===== config.mk =====
export PLATFORM = sky130hd
export DESIGN_NAME = ilk_unit
export DESIGN_NICKNAME = d
export VERILOG_FILES = /design/src/rtl/ilk_pkg.sv /design/src/rtl/ilk_track.sv /design/src/rtl/ilk_opchk.sv /design/src/rtl/ilk_unit.sv
export SDC_FILE = /design/constraint.sdc
export NUM_CORES = 1
export LEC_CHECK = 0
export ABC_AREA = 1
export BUFFER_PORTS_ARGS = -buffer_cell sky130_fd_sc_hd__buf_2
export CORE_MARGIN = 2
export CORE_UTILIZATION = 55
export CTS_BUF_LIST = sky130_fd_sc_hd__clkbuf_2 sky130_fd_sc_hd__clkbuf_4 sky130_fd_sc_hd__clkbuf_8
export CTS_CLUSTER_SIZE = 10
export DETAILED_ROUTE_END_ITERATION = 12
export HOLD_SLACK_MARGIN = 0.02
export PLACE_DENSITY = 0.86
export SYNTH_ARGS = -nofsm -noshare
export SYNTH_HDL_FRONTEND = slang
export SYNTH_SLANG_ARGS = --single-unit

===== constraint.sdc =====
create_clock -name clk -period 4.9 [get_ports clk]
set_input_delay 0.98 -clock clk [delete_from_list [all_inputs] [get_ports clk]]
set_output_delay 0.98 -clock clk [all_outputs]
set_load 0.03 [all_outputs]

===== src/rtl/ilk_pkg.sv =====
package ilk_pkg;
  localparam int NUM_SLOTS = 6;
  localparam int CW        = 3;

  // slots ordered youngest to oldest; M1 and WA are never both filled
  localparam int S_R  = 0;
  localparam int S_X  = 1;
  localparam int S_M1 = 2;
  localparam int S_WA = 3;
  localparam int S_M2 = 4;
  localparam int S_WM = 5;

  typedef enum logic [1:0] {
    CL_NOP   = 2'd0,
    CL_ADD   = 2'd1,
    CL_LOAD  = 2'd2,
    CL_STORE = 2'd3
  } ins_class_e;

  typedef enum logic [1:0] {
    SEL_RF   = 2'd0,
    SEL_ALU  = 2'd1,
    SEL_LOAD = 2'd2
  } byp_sel_e;

  // slot feeding each slot on the next edge
  function automatic int src_of(input int s);
    case (s)
      S_X:     return S_R;
      S_M1:    return S_X;
      S_WA:    return S_X;
      S_M2:    return S_M1;
      S_WM:    return S_M2;
      default: return S_R;
    endcase
  endfunction

  // cycles until the producer's register write completes
  function automatic logic [CW-1:0] write_dist(input int s, input logic is_ld);
    case (s)
      S_R:     return is_ld ? 3'd4 : 3'd2;
      S_X:     return is_ld ? 3'd3 : 3'd1;
      S_M1:    return 3'd2;
      S_M2:    return 3'd1;
      default: return 3'd0;
    endcase
  endfunction

  // cycles until the result leaves its producing stage (0 = already out)
  function automatic logic [CW-1:0] avail_dist(input int s, input logic is_ld);
    case (s)
      S_R:     return is_ld ? 3'd3 : 3'd1;
      S_X:     return is_ld ? 3'd2 : 3'd0;
      S_M1:    return 3'd1;
      default: return 3'd0;
    endcase
  endfunction
endpackage


===== src/rtl/ilk_track.sv =====
module ilk_track
  import ilk_pkg::*;
#(
  parameter int REG_AW = 5
) (
  input  logic                 clk,
  input  logic                 rst_n,
  input  logic                 issue,
  input  logic [1:0]           in_class,
  input  logic [REG_AW-1:0]    in_dst,
  output logic [NUM_SLOTS-1:0] slot_wr,
  output logic [NUM_SLOTS-1:0] slot_ld,
  output logic [REG_AW-1:0]    slot_dst  [NUM_SLOTS],
  output logic [CW-1:0]        slot_wcnt [NUM_SLOTS],
  output logic [CW-1:0]        slot_acnt [NUM_SLOTS],
  output logic                 r_valid
);
  logic [NUM_SLOTS-1:0] vld, mem, wr, ld;
  logic [REG_AW-1:0]    dst [NUM_SLOTS];
  logic [NUM_SLOTS-1:0] take;

  logic cls_mem, cls_wr, cls_ld;
  assign cls_ld  = (in_class == CL_LOAD);
  assign cls_mem = (in_class == CL_LOAD) || (in_class == CL_STORE);
  assign cls_wr  = (in_class == CL_ADD) || (in_class == CL_LOAD);

  // path split after IntALU: memory classes go to M1, others to WA
  always_comb begin
    take = '0;
    for (int s = 1; s < NUM_SLOTS; s++) begin
      if (s == S_M1)      take[s] = vld[S_X] && mem[S_X];
      else if (s == S_WA) take[s] = vld[S_X] && !mem[S_X];
      else                take[s] = vld[src_of(s)];
    end
  end

  always_ff @(posedge clk or negedge rst_n) begin
    if (!rst_n) begin
      vld <= '0;
      mem <= '0;
      wr  <= '0;
      ld  <= '0;
      for (int s = 0; s < NUM_SLOTS; s++) dst[s] <= '0;
    end else begin
      vld[S_R] <= issue;
      mem[S_R] <= issue && cls_mem;
      wr[S_R]  <= issue && cls_wr && (in_dst != '0);
      ld[S_R]  <= issue && cls_ld;
      dst[S_R] <= in_dst;
      for (int s = 1; s < NUM_SLOTS; s++) begin
        vld[s] <= take[s];
        mem[s] <= take[s] && mem[src_of(s)];
        wr[s]  <= take[s] && wr[src_of(s)];
        ld[s]  <= take[s] && ld[src_of(s)];
        dst[s] <= dst[src_of(s)];
      end
    end
  end

  assign slot_wr = wr;
  assign slot_ld = ld;
  assign r_valid = vld[S_R];

  for (genvar g = 0; g < NUM_SLOTS; g++) begin : g_dist
    assign slot_dst[g]  = dst[g];
    assign slot_wcnt[g] = write_dist(g, ld[g]);
    assign slot_acnt[g] = avail_dist(g, ld[g]);
  end
endmodule


===== src/rtl/ilk_opchk.sv =====
module ilk_opchk
  import ilk_pkg::*;
#(
  parameter int REG_AW = 5
) (
  input  logic                 clk,
  input  logic                 rst_n,
  input  logic                 bypass_en,
  input  logic                 used,
  input  logic                 late,
  input  logic [REG_AW-1:0]    src,
  input  logic [NUM_SLOTS-1:0] slot_wr,
  input  logic [NUM_SLOTS-1:0] slot_ld,
  input  logic [REG_AW-1:0]    slot_dst  [NUM_SLOTS],
  input  logic [CW-1:0]        slot_wcnt [NUM_SLOTS],
  input  logic [CW-1:0]        slot_acnt [NUM_SLOTS],
  output logic                 hazard,
  output logic [1:0]           sel
);
  logic          found, hit_ld;
  logic [CW-1:0] hit_w, hit_a;

  // youngest matching producer wins: scan from slot 0 upward
  always_comb begin
    found  = 1'b0;
    hit_ld = 1'b0;
    hit_w  = '0;
    hit_a  = '0;
    for (int s = 0; s < NUM_SLOTS; s++) begin
      if (!found && slot_wr[s] && (slot_dst[s] == src)) begin
        found  = 1'b1;
        hit_ld = slot_ld[s];
        hit_w  = slot_wcnt[s];
        hit_a  = slot_acnt[s];
      end
    end
    if (!used || (src == '0)) found = 1'b0;
  end

  always_comb begin
    hazard = 1'b0;
    sel    = SEL_RF;
    if (found) begin
      if (bypass_en) begin
        hazard = late ? (hit_a > 3'd2) : (hit_a > 3'd1);
        if (hit_w != '0) sel = hit_ld ? SEL_LOAD : SEL_ALU;
      end else begin
        hazard = (hit_w != '0);
      end
    end
  end

  AST_SEL_RF_WITHOUT_BYPASS: assert property (@(posedge clk) disable iff (!rst_n)
    !bypass_en |-> (sel == SEL_RF));
endmodule


===== src/rtl/ilk_unit.sv =====
module ilk_unit
  import ilk_pkg::*;
#(
  parameter int REG_AW = 5
) (
  input  logic              clk,
  input  logic              rst_n,
  input  logic              bypass_en,
  input  logic              in_valid,
  output logic              in_ready,
  input  logic [1:0]        in_class,
  input  logic [REG_AW-1:0] in_src_a,
  input  logic [REG_AW-1:0] in_src_b,
  input  logic [REG_AW-1:0] in_dst,
  output logic              stall,
  output logic [1:0]        sel_a,
  output logic [1:0]        sel_b
);
  localparam int NOPS = 2;

  logic [NUM_SLOTS-1:0] slot_wr, slot_ld;
  logic [REG_AW-1:0]    slot_dst  [NUM_SLOTS];
  logic [CW-1:0]        slot_wcnt [NUM_SLOTS];
  logic [CW-1:0]        slot_acnt [NUM_SLOTS];
  logic                 r_valid, issue;

  logic [NOPS-1:0]   op_used, op_late, op_haz;
  logic [REG_AW-1:0] op_src [NOPS];
  logic [1:0]        op_sel [NOPS];

  assign op_src[0]  = in_src_a;
  assign op_src[1]  = in_src_b;
  assign op_used[0] = (in_class != CL_NOP);
  assign op_used[1] = (in_class == CL_ADD) || (in_class == CL_STORE);
  assign op_late[0] = 1'b0;
  assign op_late[1] = (in_class == CL_STORE);

  ilk_track #(.REG_AW(REG_AW)) u_track (
    .clk(clk), .rst_n(rst_n), .issue(issue), .in_class(in_class), .in_dst(in_dst),
    .slot_wr(slot_wr), .slot_ld(slot_ld), .slot_dst(slot_dst),
    .slot_wcnt(slot_wcnt), .slot_acnt(slot_acnt), .r_valid(r_valid)
  );

  for (genvar k = 0; k < NOPS; k++) begin : g_op
    ilk_opchk #(.REG_AW(REG_AW)) u_chk (
      .clk(clk), .rst_n(rst_n), .bypass_en(bypass_en),
      .used(op_used[k]), .late(op_late[k]), .src(op_src[k]),
      .slot_wr(slot_wr), .slot_ld(slot_ld), .slot_dst(slot_dst),
      .slot_wcnt(slot_wcnt), .slot_acnt(slot_acnt),
      .hazard(op_haz[k]), .sel(op_sel[k])
    );
  end

  assign stall    = in_valid && (|op_haz);
  assign in_ready = !stall;
  assign issue    = in_valid && !stall;
  assign sel_a    = op_sel[0];
  assign sel_b    = op_sel[1];

  // length of the current stall run, for the bound check
  logic [2:0] stall_run;
  always_ff @(posedge clk or negedge rst_n) begin
    if (!rst_n)     stall_run <= '0;
    else if (stall) stall_run <= (stall_run == 3'd7) ? stall_run : stall_run + 3'd1;
    else            stall_run <= '0;
  end

  AST_STALL_RUN_MAX: assert property (@(posedge clk) disable iff (!rst_n)
    stall |-> (stall_run < 3'd4));
  AST_BUBBLE_AFTER_STALL: assert property (@(posedge clk) disable iff (!rst_n)
    stall |=> !r_valid);
  AST_IDLE_NO_STALL: assert property (@(posedge clk) disable iff (!rst_n)
    !in_valid |-> !stall);
  AST_ZERO_REG_FREE: assert property (@(posedge clk) disable iff (!rst_n)
    (in_src_a == '0 && in_src_b == '0) |-> !stall);
endmodule


# Yosys cells after proc, flatten, opt, wreduce, memory -nomap -nowiden
# Cells that the tools add are included.
totals:
  register_bits: 47
  inputBits: 21
  output_inout_bits: 6
  elab_cells: 162
classes:
  magnitude_cmp: 3
  n_eq_ne: 13
  n_mux: 67
  n_reduce_logical: 70
ops:
  columns: ["operator", "count"]
  rows:
  - ["$eq A5 B5 Y1", 10]
  - ["$mux W2", 23]
  - ["$logic_and A1 B1 Y1", 44]
  - ["$mux W3", 13]
  - ["$mux W1", 31]
  - ["$logic_not A1 Y1", 14]
  - ["$logic_not A5 Y1", 2]
  - ["$reduce_bool A3 Y1", 2]
  - ["$logic_or A1 B1 Y1", 5]
  - ["$reduce_bool A5 Y1", 1]
  - ["$eq A2 B2 Y1 const B", 2]
  - ["$gt A2 B1 Y1 const B", 2]
  - ["$eq A2 B1 Y1 const B", 1]
  - ["$gt A2 B2 Y1 const B", 1]
  - ["$reduce_bool A2 Y1", 1]
  - ["$reduce_or A2 Y1", 1]

# Depth between registers and ports, before layout
logic_depth:
  depth_word: 33
  depth_mapped: 14
  mapped_depth_nobuf: 14

# By module
# Synthesis repeated with hierarchy kept, for this count alone.
unflattened:
  cells_unflattened: 585
  area_unflattened_um2: 3802.4
modules_own_cells:
  columns: ["module", "instances", "cells_per_inst", "area_per_inst_um2", "seq_area_each_um2"]
  rows:
  - ["ilk_opchk", 2, 224, 1097.3, 0.0]
  - ["ilk_track", 1, 124, 1556.5, 1076.0]
  - ["ilk_unit", 1, 13, 51.3, 0.0]

# Least setup slack after synthesis
# No wires, ideal clock.
synth_timing:
  kind: "input -> output"
  from: "in in_src_a[0]"
  to: "out sel_a[0]"
  t_arrival_ns: 2.300
  required_time_ns: 3.920
  setup_slack_ns: 1.620
  cell_stages: 12
  path_buffers: 0
  cell_sequence: "inv_1 -> nand2_1 -> nand2_1 -> nor2_1 -> nand3_2 -> nor2_2 -> nor2_4 -> nand2_1 -> nand2_1 -> o21ai_1 -> nand3_1 -> nor2_1"
synth_via:
  elab_chain_cells: 27
  elab_cells_between_ends: 47
  cone_classes: "5 x eq/ne; 23 x mux; 19 x reduce/logical"
synth_rtl:
  columns: ["item", "line", "source"]
  rows:
  - ["from (decl)", "ilk_unit.sv:12", "input logic [REG_AW-1:0] in_src_a,"]
  - ["$eq A5 B5 Y1", "ilk_opchk.sv:30", "if (!found && slot_wr[s] && (slot_dst[s] == src)) begin"]
  - ["$logic_and A1 B1 Y1", "ilk_opchk.sv:30", null]
  - ["$mux W1", "ilk_opchk.sv:30", null]
  - ["$logic_not A1 Y1", "ilk_opchk.sv:30", null]
  - ["$logic_and A1 B1 Y1 (2 in series)", "ilk_opchk.sv:30", null]
  - ["$mux W1", "ilk_opchk.sv:30", null]
  - ["$logic_not A1 Y1", "ilk_opchk.sv:30", null]
  - ["$logic_and A1 B1 Y1 (2 in series)", "ilk_opchk.sv:30", null]
  - ["[... 8 more ...]", null, null]
  - ["$mux W1", "ilk_opchk.sv:30", null]
  - ["$logic_not A1 Y1", "ilk_opchk.sv:30", null]
  - ["$logic_and A1 B1 Y1 (2 in series)", "ilk_opchk.sv:30", null]
  - ["$mux W3 or $mux W1 (tied branches)", "ilk_opchk.sv:30", null]
  - ["$reduce_bool A3 Y1 or $mux W2 (tied branches)", "ilk_opchk.sv:46", "if (hit_w != '0) sel = hit_ld ? SEL_LOAD : SEL_ALU;"]
  - ["$mux W2", "ilk_opchk.sv:46", null]
  - ["$mux W2", "ilk_opchk.sv:44", "if (bypass_en) begin"]
  - ["$mux W2 (*)", "ilk_opchk.sv:43", "if (found) begin"]
  - ["to (decl)", "ilk_unit.sv:16", "output logic [1:0] sel_a,"]
# Mark *: on every way between the ends. The rest lies on a longest branch, timed or not.

# Worst setup path in the final report
layout_timing:
  from: "in in_src_a[0]"
  to: "out stall"
layout_via:
  elab_chain_cells: 28
  elab_cells_between_ends: 48
  cone_classes: "1 x order compare; 5 x eq/ne; 21 x mux; 21 x reduce/logical"
layout_rtl:
  columns: ["item", "line", "source"]
  rows:
  - ["$eq A5 B5 Y1", "ilk_opchk.sv:30", null]
  - ["$logic_and A1 B1 Y1", "ilk_opchk.sv:30", null]
  - ["$mux W1", "ilk_opchk.sv:30", null]
  - ["$logic_not A1 Y1", "ilk_opchk.sv:30", null]
  - ["$logic_and A1 B1 Y1 (2 in series)", "ilk_opchk.sv:30", null]
  - ["$mux W1", "ilk_opchk.sv:30", null]
  - ["$logic_not A1 Y1", "ilk_opchk.sv:30", null]
  - ["$logic_and A1 B1 Y1 (2 in series)", "ilk_opchk.sv:30", null]
  - ["[... 9 more ...]", null, null]
  - ["$logic_not A1 Y1", "ilk_opchk.sv:30", null]
  - ["$logic_and A1 B1 Y1 (2 in series)", "ilk_opchk.sv:30", null]
  - ["$mux W2 or $mux W3 (tied branches)", "ilk_opchk.sv:30", null]
  - ["$gt A2 B1 Y1 or $reduce_bool A3 Y1 (tied branches)", "ilk_opchk.sv:45, ilk_opchk.sv:48", null]
  - ["$mux W1", "ilk_opchk.sv:44", null]
  - ["$mux W1 (*)", "ilk_opchk.sv:43", null]
  - ["$reduce_or A2 Y1 (*)", "ilk_unit.sv:54", "assign stall = in_valid && (|op_haz);"]
  - ["$logic_and A1 B1 Y1 (*)", "ilk_unit.sv:54", null]
  - ["to (decl)", "ilk_unit.sv:15", "output logic stall,"]
# Marks and branches as above.

==> results.md <==
* WS Path Type: primary input to primary output
* Pwr Density at between 200 and 300 nW/µm²
* LEAKAGE at 1.584 nW
* Adder-cell share of the synthesized area at 0.02017
* Post-DRT Antenna Nets at 0
* Via count at 2,246
* EDFF count, synth at 0
* Worst Path Arrival at around 2.6 ns
* Slowest CP cell: inv_1
* Final hold violations at 0
* Hold path depth at 0
* Final wirelength at 5763 µm
* Max-slew violations at 0
* Initial Utilization at 0.5698
* CP cell instances: buf_2 > inv_1 > nor2_1 > nor2_1 > nand3_1 > inv_1 > nand3_1 > o21ai_1 > nor2_1 > nor2_2 > nand2_2 > nand2_2 > nand2_2 > inv_2 > buf_2
* Post-Synthesis Cells at 344
* Synth async-reset ratio at 1.000
* Synth warnings at 0
* GRT Total Usage at 0.2560
* Headroom to the max-slew limit at 0.3816
* Crit end category: primary output
* Commonest register cell after synthesis: dfrtp_1
* Final Core Density at 0.6348
* CP startpoint: in_src_a[0]
* Synth Area in XOR/XNOR at 0.007060
* # diodes at 0
* FF-to-FF path depth at 12
* CTS buffer count at 5
* Gpl congestion at approximately 0.90
* Sequential fraction of the synthesis area at 0.4337
* Max_cap viols at 0
* Post-CTS Setup Repair Bufs at 0
* DRC Markers at 0
* Final setup fails at 0
* Slew @ Worst Pin at ~0.93 ns
* WL per Instance at ~13 µm
* Setup TNS at 0 ns
* Horiz. Die Dim at 71.17 µm
* Post-DP HPWL at approximately 4500 µm
* Crit path buf inv count at 5
* First-pass GRT wire length at 9770 µm
* Area leader, netlist: dfrtp_1
* Critical path peak fanout at 8
* Post-synth top area share at 0.4337
* Placeable core area at 4354 µm²
* Initial antenna violation count at 0
* FF+latch count, synth at 43
* GRT overflow at 0
* Worst hold start: u_track.vld[2]
* Post-cts gate resize count at 0
* I/O Pins at 27
* DRT Pass-1 Iters at 7
* Vias in the first global route at about 2,200
* CP startpoint kind: primary input
* Synth Area in Simple Gates at 0.3575
* Crit Reg-Reg Endpoint: u_track.slot_wr[0]
* Cts hold-fix bufs at 0
* RSZ-0062 raised after global routing: false
* IO buf count at 26
* Top Family by Delay on Critical Path: simple AND/OR/NAND/NOR gates
* Largest family of logic cells by synthesized area: simple AND/OR/NAND/NOR gates
* Synth Net Count at about 370
* H-tree Lvls at 2
* Layout Skew at about 0.011 ns
* Post-synthesis cell type count at 26
* Mapped cell area at around 2500 µm²
* Period utilization at 0.7365
* Die ar. at 5064 µm²
* Worst skew pair latency at 0.30 ns
* Post-layout instance area at approximately 2800 µm²
* Most common cell in the netlist: nand2_1
* CTS clk-pin slew, worst paths at 0.08 ns
* Synth area leaders: dfrtp_1 43%, nand2_1 16%, inv_1 8.5%
* Pin count of the biggest net entering global routing at between 40 and 50
* Setup WS post-layout at about 1.3 ns
* Complex-gate fraction of the synthesized area at 0.07716
* Vias/cell at 5.235
* Tmin final at 3.609 ns
* R2r startpoint: u_track.slot_dst[21]
* Clk buf depth at 2
* Register-to-register setup slack at 3.15 ns
* Critical Path Max Stage Delay at 0.23 ns
* Filler Cells Inserted at between 300 and 400
* Worst vdd ir at 194.8 µV
* Commonest cells in the netlist: 105 x nand2_1, 56 x inv_1, 43 x dfrtp_1
* Run status: completed
* Site Rows at 24
* CTS Root Cell: clkbuf_8
* Design Power at 0.7101 mW
* Layout cell share with drive strength beyond 1 at 0.1910
* Maximum clock rate at 0.2771 GHz
* 1st-iter DRT viols at 205
* P&R area growth vs syn at 11.40%
* Pre-CTS WS at ~1.3 ns
* Nets@finish at 402
* Required time worst endpoint at 3.92 ns
* Levels on crit path at 15
* Syn Area/Cell at approximately 7.2 µm²
* CTS sink cnt at 43
* Multiplexer share of the synthesized area at 0
* Worst setup endpoint: stall
* Die H at 71.17 µm
* CTS tree: done
* Cell Area, Placed at 2676 µm²
* HP Class: flip-flop to flip-flop
## per-stage QoR
step	hold WS, ns	cells
3_5_place_dp	0.3882	422
5_1_grt	0.4368	429
2_1_floorplan	0.3740	344
6_report	0.4109	429
4_1_cts	0.4074	429
3_3_place_gp	0.3849	422
## layer usage
metal  vias to the layer above  wire (µm)  track usage
met5                         -          0            0
met4                         0        134       0.1111
met3                        11        356      0.04558
met2                        74       2726       0.4095
met1                      1032       2546       0.3426
li1                       1129          -            -
## layout make-up
class,count,area (µm²),share of cell area
multi-input combinational,232,1146,0.4147
clock inverter,1,5.005,0.001811
tap,52,65.06,0.02354
timing repair buffer,26,130.1,0.04708
sequential,43,1076,0.3893
inverter,69,259.0,0.09371
clock buffer,6,82.58,0.02988
## flip-flops by register name, summed over array words and instances (netlist names)
name / count
u_track.mem: 2
u_track.vld: 4
u_track.slot_dst: 25
u_track.slot_wr: 6
u_track.slot_ld: 6
## worst reg2reg max path, delay by kind of cell, from the launching register on
family	cells	cell delay, ns
and+or+nand+nor	10	0.95
DFF	1	0.45
AOI/OAI and AO/OA	1	0.14
buffers and inverters	1	0.10
## cells by family after synthesis
| kind of cell | count (synthesis) |
|---|---|
| and+or+nand+nor | 194 |
| buffers and inverters | 69 |
| AOI/OAI and AO/OA | 32 |
| xor gates and xnor gates | 2 |
| adders and majority gates | 4 |
| DFF | 43 |
## worst min-delay path by stage
| stage | end |
|---|---|
| final | u_track.vld[4] |
| after global routing | u_track.slot_dst[4] |
| after CTS | u_track.vld[4] |
| after detailed placement | u_track.vld[4] |
| after global placement | u_track.vld[4] |
| after floorplan | u_track.vld[4] |
## power breakdown
group	switching [mW]	internal, mW
registers	0.0144	0.369
clock network	0.120	0.111
logic	0.0637	0.0323
total	0.198	0.512
## cell usage in the layout, fill, tap and decap left out, types with 2 or more instances in the layout
cell type	count
nand3_2	4
a21oi_1	6
o22ai_1	10
nor2_1	36
nor2_2	6
nand2_2	6
nand2_1	105
nand4_1	9
buf_2	26
clkbuf_8	6
dfrtp_1	43
nor3_1	7
inv_1	56
nor2_4	5
inv_2	12
o21ai_2	2
o21ai_1	7
xnor2_1	2
nand3_1	13
o21ai_0	4
ha_1	4
(Power assumes the default switching activity.)
